`src/rtl/pwstore_pkg.sv`:
```
package pwstore_pkg;

  typedef enum logic {
    MODE_BEGIN = 1'b0,
    MODE_END   = 1'b1
  } pw_mode_e;

  localparam int unsigned BYTE_W = 8;

endpackage

```
`src/rtl/pw_lane_decode.sv`:
```
module pw_lane_decode
  import pwstore_pkg::*;
#(
  parameter int unsigned LANES = 4,
  localparam int unsigned OFF_W = $clog2(LANES)
) (
  input  logic             mode,
  input  logic [OFF_W-1:0] offset,
  output logic [LANES-1:0] be,
  output logic             zero_access
);

  // lane i selected in begin mode when at or past the offset,
  // in end mode when strictly before it
  function automatic logic lane_sel(input logic m, input logic [OFF_W-1:0] lane,
                                    input logic [OFF_W-1:0] off);
    if (m == MODE_END) return lane < off;
    else               return lane >= off;
  endfunction

  for (genvar i = 0; i < LANES; i++) begin : g_lane
    assign be[i] = lane_sel(mode, OFF_W'(i), offset);
  end

  assign zero_access = (mode == MODE_END) && (offset == '0);

endmodule

```
`src/rtl/pw_lane_merge.sv`:
```
module pw_lane_merge
  import pwstore_pkg::*;
#(
  parameter int unsigned LANES = 4,
  localparam int unsigned DW = LANES * BYTE_W
) (
  input  logic [DW-1:0]    value,
  input  logic [LANES-1:0] be,
  output logic [DW-1:0]    lanes
);

  // big-endian: lane i sits at the byte counted from the top of the word
  for (genvar i = 0; i < LANES; i++) begin : g_lane
    localparam int unsigned LO = (LANES - 1 - i) * BYTE_W;
    assign lanes[LO +: BYTE_W] = be[i] ? value[LO +: BYTE_W] : '0;
  end

endmodule

```
`src/rtl/pw_req_reg.sv`:
```
module pw_req_reg #(
  parameter int unsigned W = 8
) (
  input  logic         clk,
  input  logic         rst_n,
  input  logic         in_valid,
  output logic         in_ready,
  input  logic [W-1:0] in_bits,
  output logic         out_valid,
  input  logic         out_ready,
  output logic [W-1:0] out_bits
);

  logic load;

  assign in_ready = !out_valid || out_ready;
  assign load     = in_valid && in_ready;

  always_ff @(posedge clk or negedge rst_n) begin
    if (!rst_n) begin
      out_valid <= 1'b0;
      out_bits  <= '0;
    end else begin
      if (load)           out_valid <= 1'b1;
      else if (out_ready) out_valid <= 1'b0;
      if (load)           out_bits  <= in_bits;
    end
  end

endmodule

```
`src/rtl/pwstore_lane_gen.sv`:
```
module pwstore_lane_gen
  import pwstore_pkg::*;
#(
  parameter int unsigned ADDR_W = 32,
  parameter int unsigned LANES  = 4,
  localparam int unsigned OFF_W = $clog2(LANES),
  localparam int unsigned DW    = LANES * BYTE_W,
  localparam int unsigned PW    = ADDR_W + LANES + DW + 1
) (
  input  logic              clk,
  input  logic              rst_n,
  input  logic              req_valid,
  output logic              req_ready,
  input  logic [ADDR_W-1:0] req_addr,
  input  logic [DW-1:0]     req_data,
  input  logic              req_mode,
  output logic              wr_valid,
  input  logic              wr_ready,
  output logic [ADDR_W-1:0] wr_addr,
  output logic [LANES-1:0]  wr_be,
  output logic [DW-1:0]     wr_data,
  output logic              wr_probe
);

  logic [OFF_W-1:0]  offset;
  logic [LANES-1:0]  dec_be;
  logic              dec_zero;
  logic [DW-1:0]     dec_data;
  logic [ADDR_W-1:0] dec_addr;
  logic [PW-1:0]     pay_in, pay_out;
  logic              accept;

  assign offset   = req_addr[OFF_W-1:0];
  assign dec_addr = {req_addr[ADDR_W-1:OFF_W], {OFF_W{1'b0}}};

  pw_lane_decode #(.LANES(LANES)) u_dec (
    .mode(req_mode), .offset(offset), .be(dec_be), .zero_access(dec_zero)
  );

  pw_lane_merge #(.LANES(LANES)) u_merge (
    .value(req_data), .be(dec_be), .lanes(dec_data)
  );

  assign pay_in = {dec_addr, dec_be, dec_data, dec_zero};

  pw_req_reg #(.W(PW)) u_reg (
    .clk(clk), .rst_n(rst_n),
    .in_valid(req_valid), .in_ready(req_ready), .in_bits(pay_in),
    .out_valid(wr_valid), .out_ready(wr_ready), .out_bits(pay_out)
  );

  assign {wr_addr, wr_be, wr_data, wr_probe} = pay_out;
  assign accept = req_valid && req_ready;

  function automatic logic [DW-1:0] be_to_bits(input logic [LANES-1:0] b);
    logic [DW-1:0] r;
    for (int i = 0; i < LANES; i++)
      r[(LANES-1-i)*BYTE_W +: BYTE_W] = {BYTE_W{b[i]}};
    return r;
  endfunction

  p_hold_r7: assert property (@(posedge clk) disable iff (!rst_n)
    wr_valid && !wr_ready |=> wr_valid && $stable(wr_addr) && $stable(wr_be)
                              && $stable(wr_data) && $stable(wr_probe));

  p_accept_r9: assert property (@(posedge clk) disable iff (!rst_n)
    accept |=> wr_valid);

  p_probe_r3: assert property (@(posedge clk) disable iff (!rst_n)
    wr_valid |-> (wr_probe == (wr_be == '0)));

  p_lanes_zero_r4: assert property (@(posedge clk) disable iff (!rst_n)
    wr_valid |-> ((wr_data & ~be_to_bits(wr_be)) == '0));

  p_align_r5: assert property (@(posedge clk) disable iff (!rst_n)
    wr_valid |-> (wr_addr[OFF_W-1:0] == '0));

  p_count_r10: assert property (@(posedge clk) disable iff (!rst_n)
    accept |-> ($countones(dec_be) ==
                (req_mode ? int'(offset) : int'(LANES) - int'(offset))));

endmodule

```
`config.mk`:
```
export PLATFORM = sky130hd
export DESIGN_NAME = pwstore_lane_gen
export DESIGN_NICKNAME = d
export VERILOG_FILES = /design/src/rtl/pwstore_pkg.sv /design/src/rtl/pw_lane_decode.sv /design/src/rtl/pw_lane_merge.sv /design/src/rtl/pw_req_reg.sv /design/src/rtl/pwstore_lane_gen.sv
export SDC_FILE = /design/constraint.sdc
export NUM_CORES = 1
export LEC_CHECK = 0
export ABC_AREA = 1
export BUFFER_PORTS_ARGS = -buffer_cell sky130_fd_sc_hd__buf_2
export CAP_MARGIN = 5
export CORE_MARGIN = 1
export CORE_UTILIZATION = 48
export DETAILED_ROUTE_END_ITERATION = 10
export PLACE_DENSITY = 0.84
export SLEW_MARGIN = 0
export SYNTH_ARGS = -nofsm -noshare
export SYNTH_HDL_FRONTEND = slang
export SYNTH_SLANG_ARGS = --single-unit
export TNS_END_PERCENT = 30
```
`constraint.sdc`:
```
create_clock -name clk -period 3.05 [get_ports clk]
set_clock_uncertainty 0.05 [all_clocks]
set_input_delay 0.1525 -clock clk [delete_from_list [all_inputs] [get_ports clk]]
set_output_delay 0.1525 -clock clk [all_outputs]
set_load 0.1 [all_outputs]
```
==> summary.md, run 1 <==
| Metric | Value |
|---|---|
| CTS sink count | `68` |
| Maximum clock path buffer count | `2` |
| Residual DRC | `0` |
| DRT antenna net count | `0` |
| Remaining global-route overflow | `0` |
| Switch share | `48.0%` |
| Status | `complete, no violations` |
| Slew HR | `38.3%` |
| Gate Count Post-Synth | `300` |
| Cell variety after synth | `17` |
| Layout Utilization | `77.6%` |
| Worst EP required | `3.15 ns` |
| Synth Area in Compound Gates | `2.22%` |
| Total routed wirelength | `7.43 mm` |
| Worst hold path type | `in2reg` |
| Max rail drop VDD | `0.399 mV` |
| Comb pwr share | `43.3%` |
| Post-synthesis adder-cell area fraction | `0.461%` |
| Post-synth EDFFs | `0` |
| CORE AREA | `5270 sq um` |
| Syn Std Cell Area | `2710 sq um` |
| Post-DP HPWL | `4.32 mm` |
| Slew Viols, Final | `0` |
| Worst-Margin Slew | `0.925 ns` |
| GP Congestion | `0.818` |
| Setup TNS | `0 ns` |
| P&R area growth vs syn | `50.9%` |
| Top_reg_cell synth | `dfrtp_1` |
| Largest net degree at the start of global routing | `84` |
| Most numerous cell in the Yosys netlist | `nand2_1` |
| Register-to-Register Path Depth | `4` |
| Synth Warn # | `0` |
| CTS clk-pin slew, worst paths | `0.07 ns` |
| Crit path launch type | `register` |
| Post-synthesis sequential area ratio | `62.8%` |
| Number of global-route vias before repair | `2663` |
| GRT Util Overall | `26.2%` |
| # setup viols final | `0` |
| Synth area leaders | `dfrtp_1 63%, nand2_1 25%, buf_6 3.3%` |
| Max FO, Critical Path | `83` |
| CTS root buffer | `clkbuf_8` |
| Synth top area share | `62.8%` |
| Sw Pwr | `1.47 mW` |
| Synth Area in Simple Gates | `29.2%` |
| Leak Pwr | `2.37 nW` |
| RSZ-0062 raised after global routing | `false` |
| Register bit total from synthesis | `68` |
| Fraction of layout cells with a size suffix above 1 | `32.1%` |
| Ys async rst share | `100%` |
| Dominant cell type by area after synthesis | `dfrtp_1` |
| Syn Area/Cell | `9.04 sq um` |
| Post-Synth XOR/XNOR Area | `0%` |
| Final net count | `560` |
| CP endpoint | `u_reg.out_bits[35]` |
| Setup crit end kind | `register` |
| Global-route wire length before repair | `12.0 mm` |
| # diodes | `0` |
| Via density | `4.69` |
| Flop2flop setup slack | `1.39 ns` |
| Initial Utilization | `51.4%` |
| WP data arrival | `1.76 ns` |
| Commonest cells post-synth | `184 x nand2_1, 68 x dfrtp_1, 10 x o21ai_1` |
| Reg power frac | `35.3%` |
| Initial DRC Count | `123` |
| # Post-CTS Setup Buffers | `0` |
| TritonCTS buffer count | `9` |
| DIE AREA | `5950 sq um` |
| Largest family of logic cells by synthesized area | `simple AND/OR/NAND/NOR gates` |
| Die width | `77.2 microns` |
| Crit path launch | `u_reg.out_valid` |
| Max Cap Violations | `0` |
| Pint | `1.60 mW` |
| Clk pwr share | `21.4%` |
| Crit share post-route | `54.4%` |
| Reg2reg end | `u_reg.out_bits[35]` |
| Initial antenna violation count | `0` |
| Reg-to-reg startpoint | `u_reg.out_valid` |
| Std cell rows | `26` |
| Tmin final | `1.66 ns` |
| Post-synthesis mux area share | `0%` |
| CTS tree | `built` |
| Port Buffers | `137` |
| Pwr dens | `751 nW/um^2` |
| Vias | `2649` |
| Clk_lat worst skew | `0.32 ns` |
| Final Hold Fails | `0` |
| Vert. Die Dim | `77.2 microns` |
| Wire per inst | `13.1 microns` |
| Setup CP Type | `reg2reg` |
| Initial DRT Pass Iterations | `6` |
| H-tree levels | `3` |
| Max Clk Rate | `603 MHz` |
| Top-level port count | `140` |
[registers in the layout (all words and copies together), names as in the netlist]
name,cells
u_reg.out_bits,67
u_reg.out_valid,1
[critical path, cell delays in order (launching register included)]
cell and delay (ns):
dfrtp_1 0.36, nand2_2 0.08, nand2_2 0.07, buf_4 0.66, o21ai_0 0.26
[power groups by stage]
stage | registers, mW | logic (mW) | clock network [mW]
after CTS | 1.08 | 1.33 | 0.674
final | 1.08 | 1.33 | 0.657
after global routing | 1.10 | 1.38 | 0.715
after global placement | 1.09 | 1.26 | 0
after detailed placement | 1.10 | 1.27 | 0
after floorplan | 1.96 | 0.181 | 0
[cells in the final DEF, fill, tap and decap left out, drive strengths merged]
cell type,netlist,layout
buf,13,139
clkbuf,1,15
clkinv,0,1
conb,1,2
dfrtp,68,68
dlygate4sd3,0,53
ha,1,1
inv,5,5
nand2,186,186
nand3,9,9
nor2,4,4
o21ai,12,12
[routing by layer]
layer	vias up	track usage [%]	part of all wire, %
li1	1291	-	-
met1	1223	31.0	42
met2	123	45.0	50
met3	12	5.60	6.3
met4	0	12.5	1.9
met5	-	0	0
[cells by family (layout without fill, tap and decap cells)]
family / Yosys count / count (layout)
buffers and inverters: 19 / 213
AOI/OAI and AO/OA: 12 / 12
other: 1 / 2
and+or+nand+nor: 199 / 199
adders and majority gates: 1 / 1
DFF: 68 / 68
[per-stage QoR]
step	std cells	cell area [sq um]	setup slack (ns)	total power [mW]	hold slack, ns
after floorplan	301	2720	0.760	2.14	-0.193
after global placement	496	3380	1.50	2.35	0.132
after detailed placement	496	3380	1.45	2.37	0.148
after CTS	565	4090	1.43	3.08	0.00422
after global routing	565	4090	1.24	3.19	0.0128
final	565	4090	1.39	3.07	0.0119
[layout make-up]
| cell class | instances | area [sq um] |
|---|---|---|
| flip-flops and latches | 68 | 1700 |
| fillers | 344 | 1180 |
| inverters | 5 | 18.8 |
| clock inverters | 1 | 5.00 |
| clock buffers | 15 | 176 |
| repair buffers | 192 | 1230 |
| multi-input cells | 214 | 871 |
| well taps | 70 | 87.6 |
[worst min path at each step]
stage,start,end,cells after the start,slack [ns]
after floorplan,rst_n,u_reg.out_bits[0],0,-0.19
after global placement,rst_n,u_reg.out_bits[61],1,0.13
after detailed placement,rst_n,u_reg.out_valid,1,0.15
after CTS,req_addr[15],u_reg.out_bits[52],3,0.004
after global routing,req_addr[15],u_reg.out_bits[52],3,0.01
final,req_addr[13],u_reg.out_bits[50],3,0.01
[what timing repair did]
item / CTS / global route
hold buffers: 53 / 0
resized for setup: 0 / 0
hold endpoints to repair: 78 / 0
Note: power is estimated with default switching activity, not from simulation.
==> run 2, diff against run 1 <==
ABC_AREA = 0   (was 1)
CORE_UTILIZATION = 45   (was 48)
PLACE_DENSITY = 0.79   (was 0.84)
clock period = 1.65 ns   (was 3.05 ns; I/O delays follow)
==> run 2 against run 1 <==
  * Design area grew 7.0%
  * Worst hold slack gained 0.060 ns
  * Cell count shrank 15%
  * Total power grew 93%
  * Worst setup slack lost 1.3 ns
  * Wire length shrank 1.5%
  * Clock power grew 110%
  * First-iteration DRC count shrank 35%
  * Count of clock-buffer cells in the layout shrank 1
  * Via count shrank 12%
  * Synthesized area grew 1.2%
  * Sequential share of layout area shrank 2.6 points
  * Critical path type is now reg2out
  * Largest power group unchanged
==> summary.md, run 2 <==
| Metric | Value |
|---|---|
| Total routed wirelength | `7.31 mm` |
| Reg power frac | `33.8%` |
| Max FO, Critical Path | `3` |
| Residual DRC | `0` |
| CTS tree | `built` |
| Max Cap Violations | `0` |
| Cell variety after synth | `25` |
| Layout Cells excl Fill | `480` |
| Dpl cell area | `3530 sq um` |
| Final net count | `471` |
| CORE AREA | `5890 sq um` |
| Max Clk Rate | `642 MHz` |
| Cell area after layout | `4380 sq um` |
| Status | `complete, no violations` |
| Vias | `2325` |
| Layout Utilization | `74.4%` |
| Largest register FFs | `67` |
| # diodes | `0` |
| Leak Pwr | `2.24 nW` |
| Initial DRC Count | `80` |
| Maximum clock path buffer count | `2` |
| Switch share | `45.6%` |
| Dpl ws | `0.167 ns` |
| Wire per inst | `15.2 microns` |
| Fraction of layout cells with a size suffix above 1 | `44.2%` |
| Setup crit end kind | `primary output` |
| Placed cells | `401` |
| Worst hold path type | `in2reg` |
| Largest net degree at the start of global routing | `69` |
| Post-synthesis sequential area ratio | `62.0%` |
| Most common cell after layout, fill and taps aside | `buf_2` |
| Initial antenna violation count | `0` |
| Vert. Die Dim | `80.1 microns` |
| GP Congestion | `0.654` |
| Clk_lat worst skew | `0.33 ns` |
| Top_reg_cell synth | `dfrtp_1` |
| Pwr dens | `1360 nW/um^2` |
| CTS clk-pin slew, worst paths | `0.07 ns` |
| Initial Utilization | `46.6%` |
| RSZ-0062 raised after global routing | `false` |
| P&R area growth vs syn | `59.5%` |
| Std cell rows | `28` |
| Top-level port count | `140` |
| Top Registers | `u_reg.out_bits (67), u_reg.out_valid (1)` |
| CTS root buffer | `clkbuf_8` |
| Crit-path max cell delay | `0.47 ns` |
| Synth Area in Simple Gates | `5.15%` |
| Worst EP required | `1.52 ns` |
| Post-synthesis mux area share | `15.2%` |
| Final Hold Fails | `0` |
| Total power | `5.94 mW` |
| DRT antenna net count | `0` |
| Post-Synth XOR/XNOR Area | `0.319%` |
| Synth area leaders | `dfrtp_1 62%, mux2_4 8.2%, mux2_1 7.0%` |
| Post-synthesis adder-cell area fraction | `0.456%` |
| Post-synth EDFFs | `0` |
| Slew Viols, Final | `0` |
| Fill count | `397` |
| CP bufs+invs | `2` |
| Commonest cells post-synth | `68 x dfrtp_1, 27 x o21ai_1, 17 x mux2_1` |
| # setup viols final | `0` |
| Most numerous cell in the Yosys netlist | `dfrtp_1` |
| Max rail drop VDD | `0.704 mV` |
| Critical path's top delay family | `flip-flops` |
| TritonCTS buffer count | `9` |
| Gate Count Post-Synth | `196` |
| Synth top area share | `62.0%` |
| DIE AREA | `6420 sq um` |
| Post-DP HPWL | `4.44 mm` |
| Remaining global-route overflow | `0` |
| Sw Pwr | `2.71 mW` |
| Initial DRT Pass Iterations | `4` |
| GRT Util Overall | `24.0%` |
| Comb pwr share | `43.2%` |
| CP Cell Sequence | `nor2b_4 -> inv_8 -> buf_2` |
| CTS sink count | `68` |
| Clk pwr share | `22.9%` |
| Largest family of logic cells by synthesized area | `multiplexers` |
| Synth Warn # | `0` |
| Die width | `80.1 microns` |
| Crit path launch type | `register` |
| Syn Std Cell Area | `2750 sq um` |
| Global-route wire length before repair | `11.2 mm` |
| Commonest non-fill, non-tap cells in the layout | `137 x buf_2, 67 x dfrtp_1, 64 x dlygate4sd3_1, 27 x o21ai_1, 17 x mux2_1` |
| Slowest cell on crit path | `dfrtp_4` |
| Post-route setup slack | `0.0927 ns` |
| Cts repair resizes | `0` |
| Port Buffers | `137` |
| WP data arrival | `1.42 ns` |
| Dominant cell type by area after synthesis | `dfrtp_1` |
| Largest register by flop count | `u_reg.out_bits` |
| Tmin final | `1.56 ns` |
| Synth Area in Compound Gates | `12.9%` |
| Register bit total from synthesis | `68` |
| H-tree levels | `3` |
| Pint | `3.23 mW` |
| Ys async rst share | `100%` |
| Via density | `4.84` |
| Syn Area/Cell | `14.0 sq um` |
| Crit share post-route | `94.4%` |
| Number of global-route vias before repair | `2375` |
| Setup CP Type | `reg2out` |
-- run 2: worst min-delay path: cells and delay by family --
family / cells / cell delay (ns)
AOI/OAI and AO/OA: 1 / 0.08
buffers and inverters: 1 / 0.13
and+or+nand+nor: 1 / 0.12
-- run 2: path summary, 6_finish.rpt --
path	from	end	slack, ns	cells after the start
max	u_reg.out_valid	req_ready	0.09	3
min	req_valid	u_reg.out_bits[29]	0.07	3
max reg2reg	u_reg.out_valid	u_reg.out_bits[58]	0.15	5
min reg2reg	u_reg.out_bits[35]	u_reg.out_bits[35]	0.44	1
max in group asynchronous	rst_n	u_reg.out_valid	1.00	3
min in group asynchronous	rst_n	u_reg.out_bits[46]	0.24	3
-- run 2: power by group through the flow --
| stage | sequential [mW] | clock [mW] | combinational (mW) |
|---|---|---|---|
| 4_1_cts | 2.00 | 1.41 | 2.56 |
| 6_report | 2.01 | 1.36 | 2.57 |
| 2_1_floorplan | 3.65 | 0 | 0.370 |
| 3_3_place_gp | 2.02 | 0 | 2.42 |
| 3_5_place_dp | 2.03 | 0 | 2.45 |
| 5_1_grt | 2.03 | 1.49 | 2.65 |
-- run 2: area by class of cell --
class / count / area [sq um] / share of cell area, %
clock buffer: 14 / 173 / 3.94
clock inverter: 1 / 30.0 / 0.686
inverter: 2 / 15.0 / 0.343
multi-input combinational: 112 / 945 / 21.6
sequential: 68 / 1710 / 39.0
tap: 75 / 93.8 / 2.14
timing repair buffer: 208 / 1420 / 32.4
-- run 2: cell families after synthesis --
family	count (synthesis)
xor+xnor	1
compound gates	54
other cells	1
fa+ha+maj	1
simple gates	22
mux	32
flops	68
buf+inv	17
-- run 2: routing by layer --
layer	vias to the layer above	wire length [microns]	GRT usage (%)
li1	1100	-	-
met1	1113	3020	28.0
met2	96	3630	41.1
met3	16	476	5.80
met4	0	183	12.1
met5	-	0	0
-- run 2: stage by stage --
| step | setup TNS [ns] | hold slack [ns] |
|---|---|---|
| after floorplan | -4.29 | -0.263 |
| after global placement | 0 | 0.0773 |
| after detailed placement | 0 | 0.0771 |
| after CTS | 0 | 0.0649 |
| after global routing | 0 | 0.0719 |
| final | 0 | 0.0715 |
-- run 2: what timing repair did --
action | CTS | global route
hold endpoints to repair | 131 | 0
hold buffers | 64 | 0
setup buffers | 0 | 0
setup endpoints to repair | 0 | 0
